**src/rtl/ucode_pkg.sv**
```systemverilog
// Package: shared widths, jump codes, control bit positions and key
// micro-addresses for the microprogram sequencer.
package ucode_pkg;
    localparam int UPC_W  = 6;
    localparam int OPC_W  = 5;
    localparam int CTRL_W = 18;
    localparam int JMP_W  = 3;

    typedef enum logic [JMP_W-1:0] {
        JMP_STEP  = 3'd0,
        JMP_WAIT  = 3'd1,
        JMP_FETCH = 3'd2,
        JMP_DISP  = 3'd3,
        JMP_EXITT = 3'd4,
        JMP_EXITF = 3'd5
    } jump_e;

    // Control field bit positions.
    localparam int CB_MA_LD  = 0;
    localparam int CB_A_LD   = 1;
    localparam int CB_B_LD   = 2;
    localparam int CB_IR_LD  = 3;
    localparam int CB_PC_LD  = 4;
    localparam int CB_REG_EN = 5;
    localparam int CB_REG_WR = 6;
    localparam int CB_ALU_EN = 7;
    localparam int CB_MEM_EN = 8;
    localparam int CB_MEM_WR = 9;
    localparam int CB_IMM_EN = 10;
    localparam int CB_TRAP   = CTRL_W - 1;

    // Routine entry points.
    localparam logic [UPC_W-1:0] A_FETCH = 6'd0;
    localparam logic [UPC_W-1:0] A_ALU   = 6'd3;
    localparam logic [UPC_W-1:0] A_ALUI  = 6'd6;
    localparam logic [UPC_W-1:0] A_LOAD  = 6'd9;
    localparam logic [UPC_W-1:0] A_BRAN  = 6'd14;
    localparam logic [UPC_W-1:0] A_JUMP  = 6'd20;
    localparam logic [UPC_W-1:0] A_ILL   = 6'd24;
    localparam logic [UPC_W-1:0] A_SKIP  = 6'd25;

    typedef struct packed {
        logic [CTRL_W-1:0] ctrl;
        jump_e             jump;
    } uword_t;
endpackage

```
**src/rtl/ucode_store.sv**
```systemverilog
// Control store: a combinational ROM from micro-address to word.
// Assumes: every address outside a routine restarts at fetch with a quiet
// control field.
module ucode_store
    import ucode_pkg::*;
(
    input  logic [UPC_W-1:0] addr,
    output uword_t           word
);
    // Purpose: compose one control field from individual enables.
    function automatic logic [CTRL_W-1:0] cw(input int unsigned b0, input int unsigned b1,
                                             input int unsigned b2);
        logic [CTRL_W-1:0] v;
        v = '0;
        if (b0 < CTRL_W) v[b0] = 1'b1;
        if (b1 < CTRL_W) v[b1] = 1'b1;
        if (b2 < CTRL_W) v[b2] = 1'b1;
        return v;
    endfunction

    localparam int unsigned NONE = 32'hFFFF;

    // Purpose: decode the address into its stored control word and jump code.
    always_comb begin
        word.ctrl = '0;
        word.jump = JMP_FETCH;
        case (addr)
            6'd0:  begin word.ctrl = cw(CB_MA_LD, CB_A_LD, CB_REG_EN);     word.jump = JMP_STEP;  end
            6'd1:  begin word.ctrl = cw(CB_MEM_EN, CB_IR_LD, NONE);        word.jump = JMP_WAIT;  end
            6'd2:  begin word.ctrl = cw(CB_ALU_EN, CB_PC_LD, NONE);        word.jump = JMP_DISP;  end
            // register-register arithmetic
            6'd3:  begin word.ctrl = cw(CB_REG_EN, CB_A_LD, NONE);         word.jump = JMP_STEP;  end
            6'd4:  begin word.ctrl = cw(CB_REG_EN, CB_B_LD, NONE);         word.jump = JMP_STEP;  end
            6'd5:  begin word.ctrl = cw(CB_ALU_EN, CB_REG_WR, CB_REG_EN);  word.jump = JMP_FETCH; end
            // register-immediate arithmetic
            6'd6:  begin word.ctrl = cw(CB_REG_EN, CB_A_LD, NONE);         word.jump = JMP_STEP;  end
            6'd7:  begin word.ctrl = cw(CB_IMM_EN, CB_B_LD, NONE);         word.jump = JMP_STEP;  end
            6'd8:  begin word.ctrl = cw(CB_ALU_EN, CB_REG_WR, CB_REG_EN);  word.jump = JMP_FETCH; end
            // load word
            6'd9:  begin word.ctrl = cw(CB_REG_EN, CB_A_LD, NONE);         word.jump = JMP_STEP;  end
            6'd10: begin word.ctrl = cw(CB_IMM_EN, CB_B_LD, NONE);         word.jump = JMP_STEP;  end
            6'd11: begin word.ctrl = cw(CB_ALU_EN, CB_MA_LD, NONE);        word.jump = JMP_STEP;  end
            6'd12: begin word.ctrl = cw(CB_MEM_EN, NONE, NONE);            word.jump = JMP_WAIT;  end
            6'd13: begin word.ctrl = cw(CB_MEM_EN, CB_REG_WR, CB_REG_EN);  word.jump = JMP_FETCH; end
            // conditional branch
            6'd14: begin word.ctrl = cw(CB_REG_EN, CB_A_LD, NONE);         word.jump = JMP_STEP;  end
            6'd15: begin word.ctrl = cw(CB_REG_EN, CB_B_LD, NONE);         word.jump = JMP_STEP;  end
            6'd16: begin word.ctrl = cw(CB_REG_EN, CB_A_LD, CB_ALU_EN);    word.jump = JMP_EXITF; end
            6'd17: begin word.ctrl = cw(CB_ALU_EN, CB_A_LD, NONE);         word.jump = JMP_STEP;  end
            6'd18: begin word.ctrl = cw(CB_IMM_EN, CB_B_LD, NONE);         word.jump = JMP_STEP;  end
            6'd19: begin word.ctrl = cw(CB_ALU_EN, CB_PC_LD, NONE);        word.jump = JMP_FETCH; end
            // jump and link
            6'd20: begin word.ctrl = cw(CB_REG_WR, CB_REG_EN, NONE);       word.jump = JMP_STEP;  end
            6'd21: begin word.ctrl = cw(CB_ALU_EN, CB_A_LD, NONE);         word.jump = JMP_STEP;  end
            6'd22: begin word.ctrl = cw(CB_IMM_EN, CB_B_LD, NONE);         word.jump = JMP_STEP;  end
            6'd23: begin word.ctrl = cw(CB_ALU_EN, CB_PC_LD, NONE);        word.jump = JMP_FETCH; end
            // illegal instruction
            6'd24: begin word.ctrl = cw(CB_TRAP, NONE, NONE);              word.jump = JMP_FETCH; end
            // conditional skip
            6'd25: begin word.ctrl = cw(CB_ALU_EN, NONE, NONE);            word.jump = JMP_EXITT; end
            6'd26: begin word.ctrl = cw(CB_ALU_EN, CB_PC_LD, NONE);        word.jump = JMP_FETCH; end
            default: begin word.ctrl = '0;                                 word.jump = JMP_FETCH; end
        endcase
    end
endmodule

```
**src/rtl/ucode_dispatch.sv**
```systemverilog
// Dispatch table: maps an opcode group to the entry of its routine.
// Assumes: any opcode not listed is illegal and goes to the trap routine.
module ucode_dispatch
    import ucode_pkg::*;
(
    input  logic [OPC_W-1:0] opcode,
    output logic [UPC_W-1:0] entry
);
    // Purpose: look up the routine entry for the opcode.
    always_comb begin
        case (opcode)
            5'd12:   entry = A_ALU;
            5'd4:    entry = A_ALUI;
            5'd0:    entry = A_LOAD;
            5'd24:   entry = A_BRAN;
            5'd27:   entry = A_JUMP;
            5'd25:   entry = A_SKIP;
            default: entry = A_ILL;
        endcase
    end
endmodule

```
**src/rtl/ucode_next.sv**
```systemverilog
// Jump unit: computes the next micro-address from the jump code.
// Assumes: codes 6 and 7 are never stored; they restart at fetch.
module ucode_next
    import ucode_pkg::*;
(
    input  jump_e            jump,
    input  logic [UPC_W-1:0] cur,
    input  logic [UPC_W-1:0] entry,
    input  logic             cond,
    input  logic             busy,
    output logic [UPC_W-1:0] nxt
);
    logic [UPC_W-1:0] inc;

    // Purpose: the sequential successor of the current micro-address.
    always_comb inc = cur + UPC_W'(1);

    // Purpose: select the successor according to the jump code.
    always_comb begin
        case (jump)
            JMP_STEP:  nxt = inc;
            JMP_WAIT:  nxt = busy ? cur : inc;
            JMP_FETCH: nxt = A_FETCH;
            JMP_DISP:  nxt = entry;
            JMP_EXITT: nxt = cond ? A_FETCH : inc;
            JMP_EXITF: nxt = cond ? inc : A_FETCH;
            default:   nxt = A_FETCH;
        endcase
    end
endmodule

```
**src/rtl/ucode_seq.sv**
```systemverilog
// Top: the micro-PC register plus the store, dispatch and jump units.
// Assumes: opcode, cond and busy are stable around each rising edge.
module ucode_seq
    import ucode_pkg::*;
(
    input  logic              clk,
    input  logic              rst_n,
    input  logic [OPC_W-1:0]  opcode,
    input  logic              cond,
    input  logic              busy,
    output logic [UPC_W-1:0]  upc,
    output logic [CTRL_W-1:0] ctrl,
    output logic [JMP_W-1:0]  jtype,
    output logic              trap
);
    uword_t           word;
    logic [UPC_W-1:0] entry;
    logic [UPC_W-1:0] nxt;

    ucode_store    u_store (.addr(upc), .word(word));
    ucode_dispatch u_disp  (.opcode(opcode), .entry(entry));
    ucode_next     u_next  (.jump(word.jump), .cur(upc), .entry(entry),
                            .cond(cond), .busy(busy), .nxt(nxt));

    // Purpose: hold the micro-PC, restarting at fetch on reset.
    always_ff @(posedge clk) begin
        if (!rst_n) upc <= A_FETCH;
        else        upc <= nxt;
    end

    // Purpose: present the current word's fields.
    always_comb begin
        ctrl  = word.ctrl;
        jtype = word.jump;
        trap  = word.ctrl[CB_TRAP];
    end

    a_r2_step_increments: assert property (@(posedge clk) disable iff (!rst_n)
        jtype == JMP_STEP |=> upc == $past(upc) + UPC_W'(1));
    a_r3_wait_holds: assert property (@(posedge clk) disable iff (!rst_n)
        (jtype == JMP_WAIT && busy) |=> $stable(upc));
    a_r3_wait_advances: assert property (@(posedge clk) disable iff (!rst_n)
        (jtype == JMP_WAIT && !busy) |=> upc == $past(upc) + UPC_W'(1));
    a_r4_restart: assert property (@(posedge clk) disable iff (!rst_n)
        jtype == JMP_FETCH |=> upc == A_FETCH);
    a_r5_dispatch: assert property (@(posedge clk) disable iff (!rst_n)
        jtype == JMP_DISP |=> upc == $past(entry));
    a_r6_exit_set: assert property (@(posedge clk) disable iff (!rst_n)
        (jtype == JMP_EXITT && cond) |=> upc == A_FETCH);
    a_r7_exit_clear: assert property (@(posedge clk) disable iff (!rst_n)
        (jtype == JMP_EXITF && !cond) |=> upc == A_FETCH);
    a_r9_trap_only_illegal: assert property (@(posedge clk) disable iff (!rst_n)
        trap |-> upc == A_ILL);
endmodule

```
**config.mk**
```make
export PLATFORM = sky130hd
export DESIGN_NAME = ucode_seq
export DESIGN_NICKNAME = d
export VERILOG_FILES = /design/src/rtl/ucode_pkg.sv /design/src/rtl/ucode_store.sv /design/src/rtl/ucode_dispatch.sv /design/src/rtl/ucode_next.sv /design/src/rtl/ucode_seq.sv
export SDC_FILE = /design/constraint.sdc
export NUM_CORES = 1
export LEC_CHECK = 0
export BUFFER_PORTS_ARGS = -buffer_cell sky130_fd_sc_hd__buf_2
export CAP_MARGIN = 20
export CORE_UTILIZATION = 45
export CTS_CLUSTER_SIZE = 30
export DETAILED_ROUTE_END_ITERATION = 7
export PLACE_DENSITY = 0.72
export SLEW_MARGIN = 20
export SYNTH_ARGS = -nofsm -noshare
export SYNTH_HDL_FRONTEND = slang
export SYNTH_HIERARCHICAL = 1
export SYNTH_SLANG_ARGS = --single-unit
```
**constraint.sdc**
```tcl
create_clock -name clk -period 4.4 [get_ports clk]
set_clock_uncertainty 0.2 [all_clocks]
set_input_delay 0.88 -clock clk [delete_from_list [all_inputs] [get_ports clk]]
set_output_delay 0.88 -clock clk [all_outputs]
set_load 0.05 [all_outputs]
```
==> flow_metrics.tcl <==
set metrics [dict create \
    core_region_area_um2 2520 \
    ant_nets 0 \
    synth_edf_count 0 \
    area_delta_synth_final_pct 6.20 \
    finalNonFillerCells 222 \
    crit_type "reg -> out" \
    grt_pass1_wl_um 5080 \
    clkTransAtPathRegs_ns 0.05 \
    netlist.area_leader.share_pct 9.76 \
    cts_sinks 6 \
    critPathMaxStageDelay_ns 0.88 \
    end_kind "output port" \
    nets 211 \
    ys.flop_type "dfxtp_1" \
    drv_cap 0 \
    setup_violations 0 \
    regMostFlops "upc" \
    port_buffers 29 \
    arrival_ns 2.31 \
    grt_usage_pct 23.3 \
    ys_seq_elements 6 \
    reg2reg_from "upc[0]$_SDFF_PN0_" \
    vias 1315 \
    finalSetupTns_ns 0 \
    cts_tree "built" \
    worstSetupPathDepth 4 \
    vias_per_cell 5.92 \
    slew_headroom_pct 34.4 \
    yosysSeqAreaShare_pct 9.76 \
    min_path_type "in -> reg" \
    io_pins 37 \
    rows 18 \
    cts_setup_buffers 0 \
    r2r.worst_path.cells 11 \
    hp-start "rst_n" \
    drt_iter0_markers 33 \
    clkLatencyLatePin_ns 0.24 \
    rsz0062_at_grt "no" \
    die_area_um2 2950 \
    hold_buffers 0 \
    required_ns 3.32 \
    path_cells "inv_2 -> or3_1 -> a21oi_1 -> buf_2" \
    async_flop_share_pct 0 \
    synthCells 175 \
    antenna_cells 0 \
    antenna_found_initial 0 \
    drc 0 \
    min_period_over_period_pct 77.0 \
    min_path_cells 2 \
    hpwl_um 2290 \
    min_period_ns 3.39 \
    htreeDepth 1 \
    die_y_um 54.3 \
    rrSetupSlack_ns 1.28 \
    status "complete, no violations" \
    crit_fanout 23 \
    yosysWarnings 6 \
    startpoint "upc[4]$_SDFF_PN0_" \
    cts_max_path_buffers 2 \
    first_global_vias 1139 \
    largest_register_ffs 6 \
    timing.fmax_ghz 0.295 \
    reg2reg_to "upc[0]$_SDFF_PN0_" \
    wl_per_cell_um 14.5 \
    synth_cell_types 51 \
    avgSynthCellArea_um2 7.04 \
    min_to "upc[5]$_SDFF_PN0_" \
    drv_slew 0 \
    place_inst 219 \
    critPathSlowestCell "dfxtp_1" \
    dieWidth_um 54.3 \
    grt_start_max_net_pins 30 \
    syn_area_um2 1230 \
    drive_above_1_share_pct 22.4 \
    root_buffer "clkbuf_4" \
    top_regs "upc: 6 flops" \
    cp_top_family "flip-flops" \
    grt_overflow_total 0 \
    synth_top_area_cell "dfxtp_1" \
    tightest_slew_ns 0.983 \
    wirelength_um 3210 \
    worstPathBufferInverterCount 2 \
    post_cts_resized 0 \
    n_fill_cell 252 \
    worstSetupStartpointType "flop" \
    postLayoutSetupSlackWorst_ns 1.01 \
    dp_slack_ns 1.28 \
    cts_made_buffers 3 \
    gp_congestion 0.899 \
    start_util_pct 48.8 \
    hold_viol 0 \
    firstDrtPassIters 4 \
    synth_area_leaders "dfxtp_1 9.8%, ha_1 8.1%, buf_4 6.7%, a21oi_1 5.7%, nand3_1 5.3%" \
]
==> final cells by class <==
cell class              instances  area [um2]  area share [%]
clock buffers                   3        22.5            1.72
well taps                      30        37.5            2.87
flip-flops and latches          6         120            9.19
multi-input cells             147         953            72.9
repair buffers                 29         145            11.1
inverters                       7        28.8            2.20
==> cells in the mapped netlist (2+ instances only) <==
library cell / n
inv_2: 3
a32oi_1: 3
inv_1: 3
buf_6: 2
nor3b_1: 2
conb_1: 2
o311ai_1: 2
nand3_1: 13
a221oi_2: 2
a31oi_1: 4
buf_2: 3
buf_4: 11
clkbuf_1: 3
and3_1: 2
dfxtp_1: 6
a21oi_1: 14
ha_1: 8
nand4_1: 3
and2_1: 7
nand2b_1: 3
nor3_1: 5
nor2_1: 13
nor2b_1: 3
o21ai_0: 11
and2b_1: 3
mux2i_1: 2
nand3b_1: 2
o31a_1: 2
o21ai_1: 2
nand2_1: 15
==> per-layer routing <==
metal	GRT usage [%]	vias up	routed length (um)
li1	-	656	-
met1	28.8	610	1410
met2	43.1	49	1620
met3	3.33	0	178
met4	2.56	0	0
met5	0	-	0
==> cell usage in the layout, fill, tap and decap left out, drive strengths merged, types with 4 or more instances in the layout <==
| master | n |
|---|---|
| nand2 | 15 |
| buf | 29 |
| inv | 7 |
| ha | 8 |
| a31oi | 4 |
| conb | 8 |
| nor3 | 5 |
| nor2 | 13 |
| nand3 | 13 |
| dfxtp | 6 |
| a21oi | 14 |
| o21ai | 14 |
| and2 | 7 |
==> stage by stage <==
stage | utilization [%] | area, um2 | hold WS, ns
6_report | 51.8 | 1310 | 0.692
5_1_grt | 51.8 | 1310 | 0.692
4_1_cts | 51.8 | 1310 | 0.687
3_5_place_dp | 50.9 | 1280 | 0.688
3_3_place_gp | 50.9 | 1280 | 0.667
2_1_floorplan | - | 1250 | 0.704
==> how the worst max path moves through the flow <==
stage	endpoint	slack, ns
floorplan	upc[1]$_SDFF_PN0_	0.85
global placement	jtype[1]	1.32
detailed placement	jtype[2]	1.28
CTS	jtype[2]	1.01
global route	jtype[2]	0.83
finish	jtype[2]	1.01
==> cell families after synthesis <==
family / synth area share (%)
flip-flops: 9.76
other: 0.610
buffers and inverters: 14.6
AND/OR/NAND/NOR: 32.5
adder cells (fa/ha/maj): 8.13
AO/OA/AOI/OAI: 31.8
multiplexers: 2.54
Power is not shown: default switching activity piles up to over one toggle a cycle in this logic, so the estimate is an artifact.
